--- src/rtl/tx_fifo_pkg.sv ---
package tx_fifo_pkg;

  typedef struct packed {
    logic push;
    logic pushTwo;
    logic pop;
  } fifoStrobe_t;

  function automatic int unsigned startBytes(input logic [1:0] code);
    case (code)
      2'b00:   return 4;
      2'b01:   return 16;
      2'b10:   return 64;
      default: return 112;
    endcase
  endfunction

  function automatic int unsigned refillXfers(input logic [1:0] code);
    case (code)
      2'b00:   return 8;
      2'b01:   return 16;
      default: return 32;
    endcase
  endfunction

endpackage

--- src/rtl/tx_fifo_dp.sv ---
module tx_fifo_dp
  import tx_fifo_pkg::*;
#(
  parameter int unsigned DEPTH  = 128,
  parameter int unsigned BYTE_W = 8
) (
  input  logic                  clk,
  input  logic                  rstN,
  input  fifoStrobe_t           strobe,
  input  logic [2*BYTE_W-1:0]   wrWord,
  input  logic                  wrEof,
  output logic [BYTE_W-1:0]     rdData,
  output logic                  rdEof
);
  localparam int unsigned PTR_W = $clog2(DEPTH);
  localparam int unsigned LANES = 2;

  logic [BYTE_W:0]  mem [DEPTH];
  logic [PTR_W-1:0] wrPtr;
  logic [PTR_W-1:0] rdPtr;
  logic [PTR_W-1:0] laneAddr [LANES];
  logic             laneEn   [LANES];
  logic [BYTE_W:0]  laneWord [LANES];

  // Lane 0 is the low byte and is always written first; the end flag
  // lands on whichever lane holds the last byte of the word.
  always_comb begin
    for (int l = 0; l < LANES; l++) begin
      laneAddr[l] = wrPtr + PTR_W'(l);
      laneEn[l]   = strobe.push && ((l == 0) || strobe.pushTwo);
      laneWord[l] = {wrEof && ((l == LANES - 1) || !strobe.pushTwo),
                     wrWord[l*BYTE_W +: BYTE_W]};
    end
  end

  always_ff @(posedge clk) begin
    for (int l = 0; l < LANES; l++) begin
      if (laneEn[l]) mem[laneAddr[l]] <= laneWord[l];
    end
  end

  always_ff @(posedge clk) begin
    if (!rstN) begin
      wrPtr <= '0;
      rdPtr <= '0;
    end else begin
      if (strobe.push) wrPtr <= wrPtr + (strobe.pushTwo ? PTR_W'(2) : PTR_W'(1));
      if (strobe.pop)  rdPtr <= rdPtr + PTR_W'(1);
    end
  end

  assign rdData = mem[rdPtr][BYTE_W-1:0];
  assign rdEof  = mem[rdPtr][BYTE_W];

endmodule

--- src/rtl/tx_fifo_ctrl.sv ---
module tx_fifo_ctrl
  import tx_fifo_pkg::*;
#(
  parameter int unsigned DEPTH = 128
) (
  input  logic        clk,
  input  logic        rstN,
  input  logic        wrValid,
  input  logic        wrOneByte,
  input  logic        wrEof,
  output logic        wrReady,
  input  logic        rdReady,
  output logic        rdValid,
  input  logic        headEof,
  input  logic [1:0]  wmSel,
  input  logic [1:0]  startSel,
  output logic        refillReq,
  output logic        startTx,
  output fifoStrobe_t strobe
);
  localparam int unsigned CNT_W  = $clog2(DEPTH) + 1;
  localparam int unsigned HEAD_W = CNT_W;
  localparam logic [HEAD_W-1:0] HEAD_MAX = '1;

  logic [CNT_W-1:0]  count, countNext, freeBytes, inBytes;
  logic [CNT_W-1:0]  eofCnt, eofNext;
  logic [HEAD_W-1:0] headCnt, headNext;
  logic [HEAD_W:0]   headSum;

  always_comb begin
    freeBytes      = CNT_W'(DEPTH) - count;
    wrReady        = freeBytes >= CNT_W'(2);
    rdValid        = count != '0;
    strobe.push    = wrValid && wrReady;
    strobe.pushTwo = !wrOneByte;
    strobe.pop     = rdReady && rdValid;

    inBytes = '0;
    if (strobe.push) inBytes = strobe.pushTwo ? CNT_W'(2) : CNT_W'(1);
    countNext = count + inBytes - CNT_W'(strobe.pop);
    eofNext   = eofCnt + CNT_W'(strobe.push && wrEof) - CNT_W'(strobe.pop && headEof);

    // Head-frame byte count: re-derived from occupancy when a frame's last
    // byte leaves (everything left belongs to the next frame), otherwise
    // grown by writes while the head frame is still open.
    headSum  = {1'b0, headCnt} + {1'b0, inBytes};
    headNext = headCnt;
    if (strobe.pop && headEof)
      headNext = countNext;
    else if (strobe.push && (eofCnt == '0))
      headNext = headSum[HEAD_W] ? HEAD_MAX : headSum[HEAD_W-1:0];

    refillReq = 32'(freeBytes >> 1) >= refillXfers(wmSel);
    startTx   = (eofCnt != '0) || (32'(headCnt) >= startBytes(startSel));
  end

  always_ff @(posedge clk) begin
    if (!rstN) begin
      count   <= '0;
      eofCnt  <= '0;
      headCnt <= '0;
    end else begin
      count   <= countNext;
      eofCnt  <= eofNext;
      headCnt <= headNext;
    end
  end

  assert_no_overflow_R3: assert property (@(posedge clk) disable iff (!rstN)
    32'(count) <= DEPTH);

  assert_drain_empty_R4: assert property (@(posedge clk) disable iff (!rstN)
    (count == CNT_W'(1) && strobe.pop && !strobe.push) |=> !rdValid);

  assert_refill_drop_R5: assert property (@(posedge clk) disable iff (!rstN)
    ($fell(refillReq) && $stable(wmSel)) |-> $past(strobe.push));

  assert_eof_start_R7: assert property (@(posedge clk) disable iff (!rstN)
    (strobe.push && wrEof) |=> startTx);

endmodule

--- src/rtl/tx_stage_fifo.sv ---
module tx_stage_fifo
  import tx_fifo_pkg::*;
#(
  parameter int unsigned DEPTH  = 128,
  parameter int unsigned BYTE_W = 8
) (
  input  logic                clk,
  input  logic                rstN,
  input  logic [1:0]          wmSel,
  input  logic [1:0]          startSel,
  input  logic                wrValid,
  output logic                wrReady,
  input  logic [2*BYTE_W-1:0] wrData,
  input  logic                wrOneByte,
  input  logic                wrEof,
  output logic                rdValid,
  input  logic                rdReady,
  output logic [BYTE_W-1:0]   rdData,
  output logic                rdEof,
  output logic                refillReq,
  output logic                startTx
);
  fifoStrobe_t strobe;
  logic        headEof;

  tx_fifo_ctrl #(.DEPTH(DEPTH)) ctrl_i (
    .clk       (clk),
    .rstN      (rstN),
    .wrValid   (wrValid),
    .wrOneByte (wrOneByte),
    .wrEof     (wrEof),
    .wrReady   (wrReady),
    .rdReady   (rdReady),
    .rdValid   (rdValid),
    .headEof   (headEof),
    .wmSel     (wmSel),
    .startSel  (startSel),
    .refillReq (refillReq),
    .startTx   (startTx),
    .strobe    (strobe)
  );

  tx_fifo_dp #(.DEPTH(DEPTH), .BYTE_W(BYTE_W)) dp_i (
    .clk    (clk),
    .rstN   (rstN),
    .strobe (strobe),
    .wrWord (wrData),
    .wrEof  (wrEof),
    .rdData (rdData),
    .rdEof  (headEof)
  );

  assign rdEof = headEof;

endmodule

--- config.mk ---
export PLATFORM = sky130hd
export DESIGN_NAME = tx_stage_fifo
export DESIGN_NICKNAME = d
export VERILOG_FILES = /design/src/rtl/tx_fifo_pkg.sv /design/src/rtl/tx_fifo_dp.sv /design/src/rtl/tx_fifo_ctrl.sv /design/src/rtl/tx_stage_fifo.sv
export SDC_FILE = /design/constraint.sdc
export NUM_CORES = 2
export LEC_CHECK = 0
export BUFFER_PORTS_ARGS = -buffer_cell sky130_fd_sc_hd__buf_2
export CAP_MARGIN = 20
export CORE_MARGIN = 2
export CORE_UTILIZATION = 40
export CTS_CLUSTER_DIAMETER = 200
export CTS_CLUSTER_SIZE = 25
export DETAILED_ROUTE_END_ITERATION = 7
export PLACE_DENSITY = 0.62
export SKIP_LAST_GASP = 1
export SYNTH_ARGS = -nofsm -noshare
export SYNTH_HDL_FRONTEND = slang
export SYNTH_SLANG_ARGS = --single-unit
--- constraint.sdc ---
create_clock -name clk -period 8.5 [get_ports clk]
set_input_delay 1.7 -clock clk [delete_from_list [all_inputs] [get_ports clk]]
set_output_delay 1.7 -clock clk [all_outputs]
set_load 0.01 [all_outputs]
==> results.py <==
metrics = {
    "synth": {
        "syn_avg_cell_area_um2": 16.0,
        "synth_edf_count": 1152,
        "ys.flop_type": "edfxtp_1",
        "synth-seq-cells": 1197,
        "ys_warn_count": 0,
        "synth-async-reset-ratio_pct": 0,
        "syn_area_um2": 62300,
        "syn_inst": 3887,
        "ys_types": 70,
        "yosysSeqAreaShare_pct": 56.9,
        "synth_fp_nets": 3956,
    },
    "floorplanning": {
        "start_util_pct": 40.4,
        "rows": 144,
        "die_h_um": 399,
        "io_pins": 39,
        "core_area_um2": 154000,
        "dieArea_um2": 159000,
        "die_w_um": 399,
    },
    "timing": {
        "fin_crit_ns": 6.50,
        "max_freq_ghz": 0.154,
        "fin_crit_sh_pct": 76.5,
        "hold_viol": 0,
        "slew_violations": 0,
        "relSlewSlack_pct": 18.2,
        "fin_worst_hold_slack_ns": 0.592,
        "fin_ws_ns": 2.00,
        "tns_ns": 0,
        "max_slew.worst_pin.slew_ns": 1.22,
        "finalClockSkew_ns": 0.0229,
        "setup_viol_count_final": 0,
        "rsz0062_at_grt": "false",
    },
    "power_and_ir_drop": {
        "clockPowerShare_pct": 22.6,
        "p_per_area_nw_per_um2": 203,
        "p_comb_share_pct": 27.0,
        "pwr-share-seq_pct": 50.3,
        "cellLeakagePower_nw": 20.7,
        "switching_share_pct": 31.0,
        "peakVddDrop_mv": 0.233,
        "p_int_mw": 9.30,
        "p_switching_mw": 4.18,
        "p_total_mw": 13.5,
    },
    "clock_tree": {
        "path_clk_slew_ns": 0.11,
        "cts_setup_buffers": 0,
        "ctsHoldBuffers": 0,
        "htreeDepth": 2,
        "cts_buffers": 53,
        "clock_latency_ns": 0.73,
        "cts.sinks": 1197,
        "cts_tree": "done",
        "clock_path_buffers": 3,
        "ctsResizeCount": 0,
        "cts_root_buf": "clkbuf_16",
    },
    "detailed_routing": {
        "vias_per_cell": 6.18,
        "totalWireLength_um": 186000,
        "dr.pass1.iters": 5,
        "drtIter0Drc": 4505,
        "drc": 0,
        "num_vias": 35900,
        "wl_per_cell_um": 32.0,
        "drtAntennaViolNets": 0,
    },
    "place": {
        "dp_slack_ns": 2.98,
        "dp_cells": 5730,
        "dp_hpwl_um": 118000,
        "port_buffers": 38,
        "place_area_um2": 64800,
        "gp_congestion": 0.917,
    },
    "critical_path": {
        "critical_path_arrival_ns": 4.80,
        "required_ns": 6.80,
        "cp_max_fo": 89,
        "crit_path_start_kind": "register",
        "critPathKind": "register to output pin",
        "endpoint_kind": "output pin",
    },
    "cells_and_area": {
        "final_layout_size_suffix_gt1_share_pct": 39.4,
        "final_cell_area_um2": 66400,
        "post-route-util_pct": 43.0,
        "final_cell_mix": "edfxtp_1, mux2_2, mux4_2",
        "finalNonFillerCells": 5809,
        "final_common_cell": "edfxtp_1",
        "syn_to_final_growth_pct": 6.46,
        "fin_nets": 3821,
    },
    "status": {
        "outcome": "finished clean",
    },
    "grt": {
        "antenna_found_initial": 8,
        "grt_pass1_wl_um": 269000,
        "grt_pass1_vias": 35800,
        "overflow": 0,
        "grt_max_degree": 93,
        "gr-usage-all-layers_pct": 23.2,
    },
    "hold_path": {
        "hold_class": "register to register",
    },
    "flow_run": {
        "drv_cap": 0,
    },
}
==> layout make-up <==
class                           count  area (um^2)
Antenna cell                        1         2.50
Clock buffer                       63         1360
Clock inverter                      4         46.3
Fill cell                       13700        88000
Inverter                           45          171
Multi-Input combinational cell   2257        25200
Sequential cell                  1197        35500
Tap cell                         2044         2560
Timing Repair Buffer              198         1560
==> flip-flops by register name (all words and copies together) (netlist names), named ones only <==
signal,cells
ctrl_i.count,8
ctrl_i.eofCnt,8
dp_i.wrPtr,7
ctrl_i.headCnt,8
dp_i.mem,1152
dp_i.rdPtr,7
==> per-layer routing <==
layer,part of all wire [%],track usage [%]
met1,42,32.6
met2,47,36.8
met3,8.3,4.47
met4,2.9,6.11
met5,0.0043,0
==> final timing paths <==
| check | from | slack, ns | to | cells past startpoint |
|---|---|---|---|---|
| hold / removal | dp_i.rdPtr[6]$_SDFFE_PN0P_ | 0.59 | register | 2 |
| setup reg to reg | register | 2.98 | ctrl_i.eofCnt[6]$_SDFF_PN0_ | 18 |
| hold reg to reg | dp_i.rdPtr[6]$_SDFFE_PN0P_ | 0.59 | register | 2 |
| setup / recovery | register | 2.00 | rdData[4] | 7 |
==> cells by family (layout without fill, tap and decap cells) <==
group,Yosys count,after routing,share of synthesized area (%)
AOI/OAI and AO/OA,345,345,3.20
and+or+nand+nor,403,403,3.77
muxes,1432,1432,31.9
other,0,1,0
DFF,1197,1197,56.9
buffers and inverters,433,310,2.78
xor gates and xnor gates,33,33,0.464
adders and majority gates,44,44,0.927
==> synthesized netlist by cell type (4+ instances only) <==
library cell | instances | area share, %
nor2b_1 | 19 | 0.19
and2_1 | 24 | 0.24
o211ai_1 | 5 | 0.060
o22ai_1 | 34 | 0.34
fa_1 | 4 | 0.13
nand3b_1 | 8 | 0.096
mux4_2 | 343 | 12
o21ai_0 | 230 | 1.8
a211oi_1 | 4 | 0.048
nand3_1 | 19 | 0.15
inv_1 | 44 | 0.26
nor3_1 | 8 | 0.064
a22o_1 | 10 | 0.14
xnor2_1 | 20 | 0.28
a21oi_1 | 12 | 0.096
a221oi_1 | 9 | 0.13
nor4_2 | 5 | 0.10
nand2b_1 | 11 | 0.11
clkbuf_1 | 302 | 1.8
nor2_1 | 35 | 0.21
nand2_2 | 12 | 0.12
nand2_1 | 151 | 0.91
edfxtp_1 | 1152 | 55
nand4_2 | 6 | 0.12
mux2_2 | 778 | 14
nor2_2 | 29 | 0.29
nand2_4 | 18 | 0.33
buf_1 | 19 | 0.11
o311ai_0 | 5 | 0.070
and3_1 | 6 | 0.060
nor2_4 | 13 | 0.23
mux2_1 | 248 | 4.5
buf_2 | 60 | 0.48
mux2i_1 | 63 | 1.0
a22oi_1 | 8 | 0.096
nand4_1 | 6 | 0.060
dfxtp_1 | 45 | 1.4
o21bai_1 | 8 | 0.096
or2_2 | 9 | 0.090
ha_1 | 39 | 0.78
xor2_1 | 13 | 0.18
==> power groups by stage <==
stage	combinational (mW)	clock, mW	sequential, mW
floorplan	2.43	0	6.82
global placement	3.59	0	6.91
detailed placement	3.62	0	6.92
CTS	3.63	3.10	6.78
global route	3.83	3.28	6.80
finish	3.64	3.05	6.78
==> worst max-delay path, cell delays in order (launching register included) <==
cell and delay [ns]:
dfxtp_4 0.90, buf_12 0.43, mux4_2 0.46, mux4_2 0.48, mux2i_1 0.84, a22o_1 0.35
a221oi_1 0.12, buf_2 0.23
Power figures use the tool's default switching activity.
